## src/rtl/i2c_sf_pkg.sv

```systemverilog
// Package: bit positions and masks of the status byte.
// Assumes an 8-bit status byte; positions are fixed because software decodes them.
package i2c_sf_pkg;
    localparam int unsigned SF_W      = 8;
    localparam int unsigned B_XMIT    = 0;
    localparam int unsigned B_MASTER  = 1;
    localparam int unsigned B_NMATCH  = 2;
    localparam int unsigned B_STALL   = 3;
    localparam int unsigned B_NACK    = 4;
    localparam int unsigned B_BERR    = 5;
    localparam int unsigned B_DRDY    = 6;
    localparam int unsigned B_SSTOP   = 7;
    // Bits cleared by writing one
    localparam logic [SF_W-1:0] W1C_MASK = 8'b1011_1100;
    // Bits that may raise the interrupt
    localparam logic [SF_W-1:0] IRQ_MASK = 8'b1111_1100;
endpackage

```

## src/rtl/i2c_sf_cell.sv

```systemverilog
// Sticky flag with write-one-to-clear.
// Assumes set_i and clr_i are single-cycle strobes; set wins over clear.
// Disable or reset clears the flag.
module i2c_sf_cell (
    input  logic clk,
    input  logic rst_n,
    input  logic enable,
    input  logic set_i,
    input  logic clr_i,
    output logic q_o
);
    // Flag register: set has priority, then clear, else hold
    always_ff @(posedge clk) begin
        if (!rst_n)       q_o <= 1'b0;
        else if (!enable) q_o <= 1'b0;
        else              q_o <= set_i | (q_o & ~clr_i);
    end

    p_set_wins_r4: assert property (@(posedge clk) disable iff (!rst_n)
        (enable && set_i) |=> q_o);
    p_w1c_clears_r3: assert property (@(posedge clk) disable iff (!rst_n)
        (enable && clr_i && !set_i) |=> !q_o);
    p_hold_r3: assert property (@(posedge clk) disable iff (!rst_n)
        (enable && !clr_i && !set_i) |=> $stable(q_o));
endmodule

```

## src/rtl/i2c_sf_drdy.sv

```systemverilog
// Data-ready flag: set by engine, cleared by CPU data access.
// Assumes xmit_i reflects the registered direction flag.
// A read does not clear while a start is pending.
module i2c_sf_drdy (
    input  logic clk,
    input  logic rst_n,
    input  logic enable,
    input  logic buf_ready_i,
    input  logic nack_i,
    input  logic xmit_i,
    input  logic dat_wr_i,
    input  logic dat_rd_i,
    input  logic start_pending_i,
    output logic drdy_o
);
    logic set_c;
    logic clr_c;

    // Set and clear terms
    always_comb begin
        set_c = buf_ready_i & ~nack_i;
        clr_c = (dat_wr_i & xmit_i) | (dat_rd_i & ~xmit_i & ~start_pending_i);
    end

    // Flag register with set priority
    always_ff @(posedge clk) begin
        if (!rst_n)       drdy_o <= 1'b0;
        else if (!enable) drdy_o <= 1'b0;
        else              drdy_o <= set_c | (drdy_o & ~clr_c);
    end

    p_start_keeps_r8: assert property (@(posedge clk) disable iff (!rst_n)
        (enable && drdy_o && start_pending_i && !dat_wr_i) |=> drdy_o);
    p_nack_blocks_r7: assert property (@(posedge clk) disable iff (!rst_n)
        (enable && nack_i && !drdy_o) |=> !drdy_o);
endmodule

```

## src/rtl/i2c_sf_role.sv

```systemverilog
// Role tracker: mastership, direction and slave-addressed state.
// Assumes engine strobes are one cycle wide; loss/stop beat a win.
module i2c_sf_role (
    input  logic clk,
    input  logic rst_n,
    input  logic enable,
    input  logic dir_tx_i,
    input  logic master_won_i,
    input  logic arb_lost_i,
    input  logic stop_i,
    input  logic addr_match_i,
    output logic xmit_o,
    output logic master_o,
    output logic addressed_o
);
    // Direction follows engine level one cycle later
    always_ff @(posedge clk) begin
        if (!rst_n)       xmit_o <= 1'b0;
        else if (!enable) xmit_o <= 1'b0;
        else              xmit_o <= dir_tx_i;
    end

    // Mastership: won sets, loss or stop clears
    always_ff @(posedge clk) begin
        if (!rst_n)                     master_o <= 1'b0;
        else if (!enable)               master_o <= 1'b0;
        else if (arb_lost_i || stop_i)  master_o <= 1'b0;
        else if (master_won_i)          master_o <= 1'b1;
    end

    // Slave addressed since last stop
    always_ff @(posedge clk) begin
        if (!rst_n)            addressed_o <= 1'b0;
        else if (!enable)      addressed_o <= 1'b0;
        else if (stop_i)       addressed_o <= 1'b0;
        else if (addr_match_i) addressed_o <= 1'b1;
    end

    p_master_drop_r9: assert property (@(posedge clk) disable iff (!rst_n)
        (enable && (arb_lost_i || stop_i)) |=> !master_o);
    p_master_take_r9: assert property (@(posedge clk) disable iff (!rst_n)
        (enable && master_won_i && !arb_lost_i && !stop_i) |=> master_o);
endmodule

```

## src/rtl/i2c_sf_irq.sv

```systemverilog
// Interrupt combiner: masked OR of flags, gated by enable.
// Assumes MASK selects the interrupt-capable bits.
module i2c_sf_irq #(
    parameter int unsigned W = 8,
    parameter logic [W-1:0] MASK = '1
) (
    input  logic [W-1:0] flags_i,
    input  logic         irq_en_i,
    output logic         irq_o
);
    // Reduce selected flags
    always_comb irq_o = irq_en_i & (|(flags_i & MASK));
endmodule

```

## src/rtl/i2c_status_flags.sv

```systemverilog
// Top: status byte of a two-wire controller.
// Assumes event strobes are single-cycle and synchronous to clk.
// Sticky flags are built by generate from W1C_MASK.
module i2c_status_flags
    import i2c_sf_pkg::*;
(
    input  logic            clk,
    input  logic            rst_n,
    input  logic            enable,
    input  logic            irq_en,
    input  logic            stall_en,
    input  logic            start_pending,
    input  logic            dir_tx,
    input  logic            ev_addr_match,
    input  logic            ev_addr_done,
    input  logic            ev_nack,
    input  logic            ev_bus_err,
    input  logic            ev_stop,
    input  logic            ev_buf_ready,
    input  logic            ev_master_won,
    input  logic            ev_arb_lost,
    input  logic            status_wr,
    input  logic [SF_W-1:0] status_wdata,
    input  logic            dat_wr,
    input  logic            dat_rd,
    output logic [SF_W-1:0] status,
    output logic            scl_hold,
    output logic            irq
);
    logic [SF_W-1:0] sticky_set;
    logic [SF_W-1:0] sticky_clr;
    logic [SF_W-1:0] sticky_q;
    logic            xmit_q;
    logic            master_q;
    logic            addressed_q;
    logic            drdy_q;

    // Set events for each sticky flag
    always_comb begin
        sticky_set          = '0;
        sticky_set[B_NMATCH] = ev_addr_match;
        sticky_set[B_STALL]  = ev_addr_done & ~ev_nack & ~ev_bus_err & stall_en & master_q;
        sticky_set[B_NACK]   = ev_nack;
        sticky_set[B_BERR]   = ev_bus_err | ev_arb_lost;
        sticky_set[B_SSTOP]  = ev_stop & addressed_q;
    end

    // Write-one clear terms
    always_comb sticky_clr = {SF_W{status_wr}} & status_wdata;

    generate
        for (genvar i = 0; i < SF_W; i++) begin : g_bit
            if (W1C_MASK[i]) begin : g_w1c
                i2c_sf_cell u_cell (
                    .clk    (clk),
                    .rst_n  (rst_n),
                    .enable (enable),
                    .set_i  (sticky_set[i]),
                    .clr_i  (sticky_clr[i]),
                    .q_o    (sticky_q[i])
                );
            end else begin : g_ro
                assign sticky_q[i] = sticky_set[i] & sticky_clr[i];
            end
        end
    endgenerate

    i2c_sf_role u_role (
        .clk          (clk),
        .rst_n        (rst_n),
        .enable       (enable),
        .dir_tx_i     (dir_tx),
        .master_won_i (ev_master_won),
        .arb_lost_i   (ev_arb_lost),
        .stop_i       (ev_stop),
        .addr_match_i (ev_addr_match),
        .xmit_o       (xmit_q),
        .master_o     (master_q),
        .addressed_o  (addressed_q)
    );

    i2c_sf_drdy u_drdy (
        .clk             (clk),
        .rst_n           (rst_n),
        .enable          (enable),
        .buf_ready_i     (ev_buf_ready),
        .nack_i          (ev_nack),
        .xmit_i          (xmit_q),
        .dat_wr_i        (dat_wr),
        .dat_rd_i        (dat_rd),
        .start_pending_i (start_pending),
        .drdy_o          (drdy_q)
    );

    // Assemble the status byte
    always_comb begin
        status           = sticky_q & W1C_MASK;
        status[B_XMIT]   = xmit_q;
        status[B_MASTER] = master_q;
        status[B_DRDY]   = drdy_q;
    end

    // Clock stretch request follows the stall flag
    always_comb scl_hold = sticky_q[B_STALL];

    i2c_sf_irq #(.W(SF_W), .MASK(IRQ_MASK)) u_irq (
        .flags_i  (status),
        .irq_en_i (irq_en),
        .irq_o    (irq)
    );

    p_disable_clears_r2: assert property (@(posedge clk) disable iff (!rst_n)
        !enable |=> (status == '0));
    p_stall_cause_r6: assert property (@(posedge clk) disable iff (!rst_n)
        $rose(scl_hold) |-> $past(enable && stall_en && ev_addr_done && master_q));
    p_ro_master_r3: assert property (@(posedge clk) disable iff (!rst_n)
        (enable && master_q && status_wr && status_wdata[B_MASTER] && !ev_arb_lost && !ev_stop)
        |=> status[B_MASTER]);
    p_ro_xmit_r3: assert property (@(posedge clk) disable iff (!rst_n)
        (enable && status_wr && status_wdata[B_XMIT] && dir_tx) |=> status[B_XMIT]);
    p_ro_drdy_r3: assert property (@(posedge clk) disable iff (!rst_n)
        (enable && drdy_q && status_wr && status_wdata[B_DRDY] && !dat_rd && !dat_wr)
        |=> status[B_DRDY]);
    p_irq_berr_r11: assert property (@(posedge clk) disable iff (!rst_n)
        (irq_en && status[B_BERR]) |-> irq);
endmodule

```

## config.mk

```make
export PLATFORM = sky130hd
export DESIGN_NAME = i2c_status_flags
export DESIGN_NICKNAME = d
export VERILOG_FILES = /design/src/rtl/i2c_sf_pkg.sv /design/src/rtl/i2c_sf_cell.sv /design/src/rtl/i2c_sf_drdy.sv /design/src/rtl/i2c_sf_role.sv /design/src/rtl/i2c_sf_irq.sv /design/src/rtl/i2c_status_flags.sv
export SDC_FILE = /design/constraint.sdc
export NUM_CORES = 1
export LEC_CHECK = 0
export BUFFER_PORTS_ARGS = -buffer_cell sky130_fd_sc_hd__buf_4
export CAP_MARGIN = 15
export CORE_AREA = 2 2 39 41
export DETAILED_ROUTE_END_ITERATION = 8
export DIE_AREA = 0 0 41 43
export PLACE_DENSITY = 0.66
export SLEW_MARGIN = 5
export SYNTH_ARGS = -nofsm -noshare
export SYNTH_HDL_FRONTEND = slang
export SYNTH_SLANG_ARGS = --single-unit
```

## constraint.sdc

```tcl
create_clock -name clk -period 2.05 [get_ports clk]
set_input_delay 0.205 -clock clk [delete_from_list [all_inputs] [get_ports clk]]
set_output_delay 0.205 -clock clk [all_outputs]
set_load 0.02 [all_outputs]
```

# --- Yosys cells after proc, flatten, opt, wreduce, memory -nomap -nowiden ---
# Cells that the tools add are included.
word_totals:
  out_inout_bits: 10
  wordCells: 51
  in_bits: 26
  reg_bits: 9
op_classes:
  reduce_logical: 5
  n_bitwise: 37
op_table:
  columns: ["op", "n"]
  rows:
  - ["$and A1 B1 Y1", 16]
  - ["$not A1 Y1", 12]
  - ["$and A8 B8 Y8", 1]
  - ["$or A1 B1 Y1", 8]
  - ["$reduce_or A3 Y1", 2]
  - ["$reduce_or A6 Y1", 1]
  - ["$reduce_and A2 Y1", 1]
  - ["$logic_or A1 B1 Y1", 1]

# --- Logic depth before layout (Yosys ltp) ---
# Gate-level depths: netlist (run 1).
logic_depth:
  word_depth: 7
  mapped_depth: 3
  depth_no_buf: 3

# --- Hierarchy ---
# A second synthesis (run 1) with hierarchy kept.
unflattened:
  cells_unflattened: 46
  hier_area_um2: 432.9
by_module_without_submodules:
  columns: ["module", "cells_per_inst", "seq_area_each_um2", "area_per_inst_um2", "instances"]
  rows:
  - ["i2c_sf_cell", 3, 20.0, 36.3, 5]
  - ["i2c_sf_role", 9, 60.1, 96.3, 1]
  - ["i2c_status_flags", 13, 0.0, 86.3, 1]
  - ["i2c_sf_drdy", 7, 20.0, 52.6, 1]
  - ["i2c_sf_irq", 2, 0.0, 16.3, 1]

# --- Worst setup path before layout (run 1) ---
# OpenSTA, ideal clock, no wires.
synth_timing:
  path_kind: "register to output"
  startpoint: "reg g_bit[3].g_w1c.u_cell.q_o"
  endpoint: "out irq"
  slack_ps: 631
  arrival_time_ps: 1214
  required_ps: 1845
  stages_incl_launch_ff: 3
  n_path_buf: 0
  path_cell_list: "dfxtp_1 -> or4_1 -> o31a_1"
synth_between:
  elab_chain_len: 2
synth_rtl:
  columns: ["element", "line_no", "source"]
  rows:
  - ["from (decl)", "i2c_sf_cell.sv:10", "output logic q_o"]
  - ["from (signal assigned)", "i2c_sf_cell.sv:16", "else q_o <= set_i | (q_o & ~clr_i);"]
  - ["$reduce_or A6 Y1", "i2c_sf_irq.sv:12", "always_comb irq_o = irq_en_i & (|(flags_i & MASK));"]
  - ["$and A1 B1 Y1", "i2c_sf_irq.sv:12", null]
  - ["to (decl)", "i2c_status_flags.sv:28", "output logic irq"]
# Every way passes these cells.

# --- Final worst setup path (run 1) ---
# Same ends and word-level chain as after synthesis.

==> results of run 1 <==
## layer usage
layer	vias up	track usage
li1	209	-
met1	178	0.133
met5	-	0
met3	2	0.0314
met4	0	0.140
met2	16	0.200
## kinds of logic after synthesis
| group | Yosys count | synth area share |
|---|---|---|
| flip-flops | 9 | 0.460 |
| AO/OA/AOI/OAI | 7 | 0.121 |
| AND/OR/NAND/NOR | 22 | 0.256 |
| buffers and inverters | 9 | 0.163 |
## layout by cell type (no fill, tap or decap)
cell      netlist  layout
nor3_1          1       1
clkbuf_4        0       3
or3b_2          1       1
or4_1           1       1
dfxtp_1         9       9
o31a_1          1       1
a22oi_1         1       1
a32oi_1         1       1
nor2_1          8       8
inv_1           1       1
and3_1          1       1
nand2_1         8       8
a21oi_1         3       3
buf_4           8      32
a211oi_1        1       1
nand4_1         1       1
nor4_1          1       1
clkbuf_1        0       1
## through the flow
stage                     setup slack, ns  hold WS [ns]  total power, mW
after floorplan                     0.631         0.283            0.218
after global placement              0.620         0.383            0.258
after detailed placement            0.619         0.390            0.259
after CTS                           0.323         0.107            0.397
after global routing                0.285         0.109            0.413
final                               0.338         0.114            0.392
## where the power goes
part           total [mW]  switching [mW]  internal [mW]
registers           0.184         0.00384          0.180
logic              0.0701          0.0276         0.0425
clock network       0.137          0.0625         0.0749
total               0.392          0.0940          0.298
## registers in the layout (all words and copies together) (netlist names)
register and count:
g_bit.g_w1c.u_cell.q_o 5, u_drdy.drdy_o 1, u_role.addressed_o 1, u_role.master_o 1
u_role.xmit_o 1
## critical path, stage by stage (launching register included)
cell and delay (ns):
dfxtp_1 0.34, or4_1 0.51, o31a_1 0.24, buf_4 0.15
## final cells by class
class | instances | area, µm² | area share
Clock buffer | 4 | 26.3 | 0.0425
Multi-Input combinational cell | 29 | 148 | 0.239
Timing Repair Buffer | 32 | 240 | 0.389
Inverter | 1 | 3.75 | 0.00607
Sequential cell | 9 | 180 | 0.291
Tap cell | 16 | 20.0 | 0.0324
## how the worst max path moves through the flow
stage,from,endpoint,slack (ns),depth (start not counted)
after detailed placement,g_bit[3].g_w1c.u_cell.q_o,irq,0.62,3
after global placement,g_bit[3].g_w1c.u_cell.q_o,irq,0.62,3
after floorplan,g_bit[3].g_w1c.u_cell.q_o,irq,0.63,2
after global routing,g_bit[3].g_w1c.u_cell.q_o,irq,0.28,3
final,g_bit[3].g_w1c.u_cell.q_o,irq,0.34,3
after CTS,g_bit[3].g_w1c.u_cell.q_o,irq,0.32,3
==> run_results.csv, run 1 <==
group,metric,value,unit
outcome,status,"complete, no violations",
global_route,grt_pass1_wl,1.52,mm
final_layout,syn2layout_area_growth,57.8,%
final_layout,final_nets,102,
synthesis,ys_seq_area_frac,0.460,
final_layout,fin_area,618,µm²
pwr,ir_worst_vdd,0.224,mV
clocking,cts_made_buffers,3,
sta,fmax,0.584,GHz
worst_setup_path,critical_path_class,"reg2out",
routing,m1WireLength,385,µm
synthesis,syn_nets,73,
synthesis,synthFlopType,"dfxtp_1",
synthesis,postSynthCellCount,47,
clocking,htree_levels,1,
sta,worstMarginPinSlew,0.295,ns
synthesis,synth_top_area_share,0.460,
sta,maxSlewViolCount,0,
pwr,leakage,0.306,nW
final_layout,fin_cells,91,
synthesis,yosysMostFrequentCell,"dfxtp_1",
routing,postRouteWirelength,959,µm
min_path,min_path_type,"in2reg",
synthesis,synth-async-reset-ratio,0,
final_layout,drive_gt1_frac,0.480,
synthesis,yosys-top-cells-count,"9 x dfxtp_1, 8 x buf_4, 8 x nand2_1, 8 x nor2_1, 3 x a21oi_1",
clocking,cts_tree,"done",
floorplanning,rows,14,
synthesis,syn_area,392,µm²
min_path,hold_depth,2,
global_route,grt.total_usage,0.133,
global_route,antenna_found_initial,0,
routing,wire_per_inst,10.5,µm
routing,drtIter0Drc,3,
final_layout,final_util,0.447,
sta,finalCritPeriodShare,0.835,
synthesis,yosysTopAreaCell,"dfxtp_1",
routing,drt-pass1-iter-count,4,
clocking,ctsHoldBuffers,0,
worst_setup_path,worstRegToRegCells,3,
clocking,clock_path_buffers,2,
routing,highest_layer,"met4",
sta,rsz0062_at_grt,"no",
placement,port_buffers,32,
worst_setup_path,worstPathRequired,1.85,ns
final_layout,antennaDiodeCount,0,
synthesis,synth_area_per_cell,8.33,µm²
clocking,clock_latency,0.26,ns
synthesis,synth_cell_types,16,
floorplanning,start_util,0.283,
floorplanning,dieArea,0.00176,mm²
worst_setup_path,r2r-start,"u_role.xmit_o",
floorplanning,io_pins,36,
routing,drcViolationCount,0,
clocking,path_clk_slew,0.07,ns
clocking,numClockSinks,9,
placement,placed_area,592,µm²
worst_setup_path,worst_setup_path_start_kind,"flip-flop",
worst_setup_path,worstPathMaxFanout,4,
floorplanning,die_width,41,µm
routing,wl_met3,59,µm
sta,timing.setup.tns,0,ns
min_path,worstHoldEndpoint,"u_role.master_o",
routing,route.met2.wl,499,µm
worst_setup_path,crit_path_end_kind,"primary output",
synthesis,yosysWarningCount,0,
global_route,grt-ovfl-total,0,
pwr,power-per-cell-area,634,mW/mm²
worst_setup_path,r2r_slack,0.92,ns
synthesis,synth_edf_count,0,
worst_setup_path,crit_arrival,1.51,ns
routing,antenna_left,0,
floorplanning,core-area,0.00138,mm²
sta,setup_viol,0,
run,max_cap_violations,0,
placement,placedCellCount,87,
routing,vias,405,
sta,fin_skew,0.00998,ns
placement,gp_congestion,0.715,
synthesis,synth.area.top_cells,"dfxtp_1 46%, buf_4 15%, nand2_1 7.7%, nor2_1 7.7%, a21oi_1 3.8%",
worst_setup_path,regToRegEndpoint,"u_drdy.drdy_o",
sta,finalHoldViolCount,0,
sta,min_period,1.71,ns
routing,routed_via_density,4.45,
global_route,grt_pass1_vias,407,
clocking,clockRootBuffer,"clkbuf_4",
final_layout,fillCellCount,139,
clocking,postCtsSetupRepairBufs,0,
clocking,cts_resized,0,
min_path,hp-start,"ev_arb_lost",
global_route,grt_max_degree,9,
floorplanning,die_y,43,µm
sta,max_slew_margin,0.803,
synthesis,ys_ff_latch,9,
Note: power is estimated with default switching activity, not from simulation.
==> run 2: changes to the inputs <==
--- a/config.mk
+++ b/config.mk
@@ -5,12 +5,13 @@
 export SDC_FILE = /design/constraint.sdc
 export NUM_CORES = 1
 export LEC_CHECK = 0
+export ABC_AREA = 1
 export BUFFER_PORTS_ARGS = -buffer_cell sky130_fd_sc_hd__buf_4
 export CAP_MARGIN = 15
-export CORE_AREA = 2 2 39 41
+export CORE_MARGIN = 2
+export CORE_UTILIZATION = 32
 export DETAILED_ROUTE_END_ITERATION = 8
-export DIE_AREA = 0 0 41 43
-export PLACE_DENSITY = 0.66
+export PLACE_DENSITY = 0.71
 export SLEW_MARGIN = 5
 export SYNTH_ARGS = -nofsm -noshare
 export SYNTH_HDL_FRONTEND = slang
==> constraint.sdc (replaced) <==
create_clock -name clk -period 1.4 [get_ports clk]
set_input_delay 0.14 -clock clk [delete_from_list [all_inputs] [get_ports clk]]
set_output_delay 0.14 -clock clk [all_outputs]
set_load 0.02 [all_outputs]
==> run 2 against run 1 <==
Compared with the run above: synthesized cell count rose by 30%; sequential share of layout area shrank 1.6 points; flip-flop and latch count unchanged; non-clock buffer count unchanged; worst hold slack worse by 0.061 ns; cell count increased by 14%; global-route usage up 0.086 points; clock power rose by 40%; sequential power up 47%; die area is 6.4% lower; critical path depth grew 2; combinational power increased by 51%; critical endpoint unchanged; largest cell class unchanged.
==> run_results.csv, run 2 <==
group,metric,value,unit
clocking,cts_made_buffers,3,
routing,drt-pass1-iter-count,4,
worst_setup_path,crit_path_end_kind,"primary output",
clocking,path_clk_slew,0.06,ns
min_path,min_path_type,"in2reg",
sta,worstMarginPinSlew,0.150,ns
clocking,cts_tree,"done",
global_route,grt-ovfl-total,0,
synthesis,postSynthCellCount,61,
placement,pre_cts_ws,0.529,ns
worst_setup_path,critical_path_class,"reg2out",
floorplanning,die_y,40.6,µm
global_route,grt_pass1_wl,1.37,mm
synthesis,synth_top_area_share,0.420,
synthesis,ys_ff_latch,9,
worst_setup_path,r2r_slack,0.65,ns
clocking,cts_resized,0,
floorplanning,dieArea,0.00165,mm²
pwr,p_seq_frac,0.475,
synthesis,yosysMostFrequentCell,"nand2_1",
final_layout,layout_commonest_cell,"buf_4",
pwr,comb_power_share,0.186,
synthesis,syn_area,429,µm²
final_layout,final_nets,116,
global_route,grt_max_degree,9,
clocking,numClockSinks,9,
global_route,grt.total_usage,0.134,
pwr,p_int,436,µW
worst_setup_path,worst_setup_path_start_kind,"flip-flop",
worst_setup_path,crit_arrival,0.99,ns
global_route,grt_pass1_vias,373,
sta,min_period,1.13,ns
placement,placedCellCount,100,
pwr,leakage,0.344,nW
final_layout,syn2layout_area_growth,52.5,%
clocking,clock_latency,0.25,ns
pwr,power-per-cell-area,868,mW/mm²
worst_setup_path,crit_chain,"nor2_1 -> nand3_1 -> nand2_1 -> inv_1 -> buf_4",
clocking,postCtsSetupRepairBufs,0,
worst_setup_path,cp_slowest_cell,"dfxtp_1",
synthesis,yosys-top-cells-count,"14 x nand2_1, 10 x nor2_1, 9 x dfxtp_1, 8 x buf_4",
pwr,p_clk_frac,0.338,
routing,vias,433,
floorplanning,rows,13,
sta,maxSlewViolCount,0,
floorplanning,die_width,40.6,µm
clocking,ctsHoldBuffers,0,
final_layout,layout_common_cells,"32 x buf_4, 14 x nand2_1, 10 x nor2_1",
worst_setup_path,worstPathRequired,1.26,ns
routing,m1WireLength,371,µm
clocking,clockRootBuffer,"clkbuf_4",
pwr,p_sw_frac,0.232,
final_layout,largest_register_ffs,5,
sta,max_slew_margin,0.900,
final_layout,final_util,0.516,
routing,wl_met3,66,µm
final_layout,drive_gt1_frac,0.416,
synthesis,ys_seq_area_frac,0.420,
worst_setup_path,worstPathMaxFanout,4,
routing,wire_per_inst,9.02,µm
run,max_cap_violations,0,
synthesis,synth-async-reset-ratio,0,
worst_setup_path,worstRegToRegCells,4,
final_layout,top_register,"g_bit.g_w1c.u_cell.q_o",
global_route,antenna_found_initial,0,
sta,setup_viol,0,
routing,drcViolationCount,0,
synthesis,yosysWarningCount,0,
pwr,p_sw,132,µW
outcome,status,"complete, no violations",
min_path,hp-start,"ev_arb_lost",
synthesis,yosysTopAreaCell,"dfxtp_1",
clocking,htree_levels,1,
clocking,clock_path_buffers,2,
synthesis,synth_edf_count,0,
routing,antenna_left,0,
final_layout,fin_cells,104,
routing,postRouteWirelength,938,µm
sta,timing.setup.tns,0,ns
synthesis,synth_cell_types,10,
synthesis,syn_nets,87,
floorplanning,core-area,0.00127,mm²
worst_setup_path,cp_slowest_stage_delay,0.33,ns
worst_setup_path,r2r-start,"u_drdy.drdy_o",
routing,routed_via_density,4.16,
sta,rsz0062_at_grt,"no",
sta,fmax,0.882,GHz
routing,route.met2.wl,480,µm
min_path,worstHoldEndpoint,"u_role.master_o",
placement,dp_hpwl,784,µm
final_layout,antennaDiodeCount,0,
sta,fin_skew,0.000117,ns
sta,finalCritPeriodShare,0.810,
placement,port_buffers,32,
worst_setup_path,regToRegEndpoint,"u_drdy.drdy_o",
synthesis,synth_area_per_cell,7.04,µm²
pwr,ir_worst_vdd,0.392,mV
min_path,hold_depth,2,
floorplanning,io_pins,36,
sta,finalHoldViolCount,0,
synthesis,synth.area.top_cells,"dfxtp_1 42%, buf_4 14%, nand2_1 12%, nor2_1 8.7%, a21oi_1 8.2%",
routing,drtIter0Drc,5,
synthesis,synthFlopType,"dfxtp_1",
floorplanning,start_util,0.338,
sta,hold_ws,0.0533,ns
placement,gp_congestion,0.700,
sta,setup_slack,0.267,ns
routing,highest_layer,"met4",
## run 2: metrics by stage
step,area (µm²),total power [mW]
2_1_floorplan,429,0.323
3_3_place_gp,628,0.382
3_5_place_dp,628,0.383
4_1_cts,654,0.580
5_1_grt,654,0.606
6_report,654,0.568
## run 2: worst max-delay path, delay by kind of cell, from the launching register on
family | cells | cell delay, ns
buffers and inverters | 2 | 0.17
DFF | 1 | 0.33
and+or+nand+nor | 3 | 0.23
## run 2: cells by family (layout without fill, tap and decap cells)
kind of cell / count (synthesis) / count (layout) / share of synthesized area
buffers and inverters: 15 / 43 / 0.201
and+or+nand+nor: 30 / 30 / 0.297
AOI/OAI and AO/OA: 7 / 7 / 0.0816
DFF: 9 / 9 / 0.420
## run 2: worst max-delay path by stage
| stage | start | endpoint | slack (ns) | cells past startpoint |
|---|---|---|---|---|
| floorplan | g_bit[3].g_w1c.u_cell.q_o | irq | 0.49 | 4 |
| detailed placement | g_bit[3].g_w1c.u_cell.q_o | irq | 0.53 | 5 |
| global placement | g_bit[5].g_w1c.u_cell.q_o | irq | 0.53 | 5 |
| CTS | g_bit[3].g_w1c.u_cell.q_o | irq | 0.24 | 5 |
| finish | g_bit[3].g_w1c.u_cell.q_o | irq | 0.27 | 5 |
| global route | g_bit[2].g_w1c.u_cell.q_o | irq | 0.19 | 5 |
## run 2: area by class of cell
class | count | area [µm²]
clock buffer | 4 | 26.3
timing repair buffer | 32 | 240
inverter | 7 | 26.3
tap | 15 | 18.8
sequential | 9 | 180
multi-input combinational | 37 | 163
fill | 130 | 614
## run 2: metal layers
layer | vias up | GRT usage
met5 | - | 0
met4 | 0 | 0.125
met3 | 2 | 0.0380
met2 | 16 | 0.226
met1 | 180 | 0.129
li1 | 235 | -
## run 2: power by group through the flow
stage	Combinational [mW]	Clock [mW]	Sequential (mW)
5_1_grt	0.116	0.219	0.271
4_1_cts	0.108	0.203	0.270
2_1_floorplan	0.0485	0	0.274
3_3_place_gp	0.106	0	0.275
3_5_place_dp	0.107	0	0.276
6_report	0.106	0.192	0.270
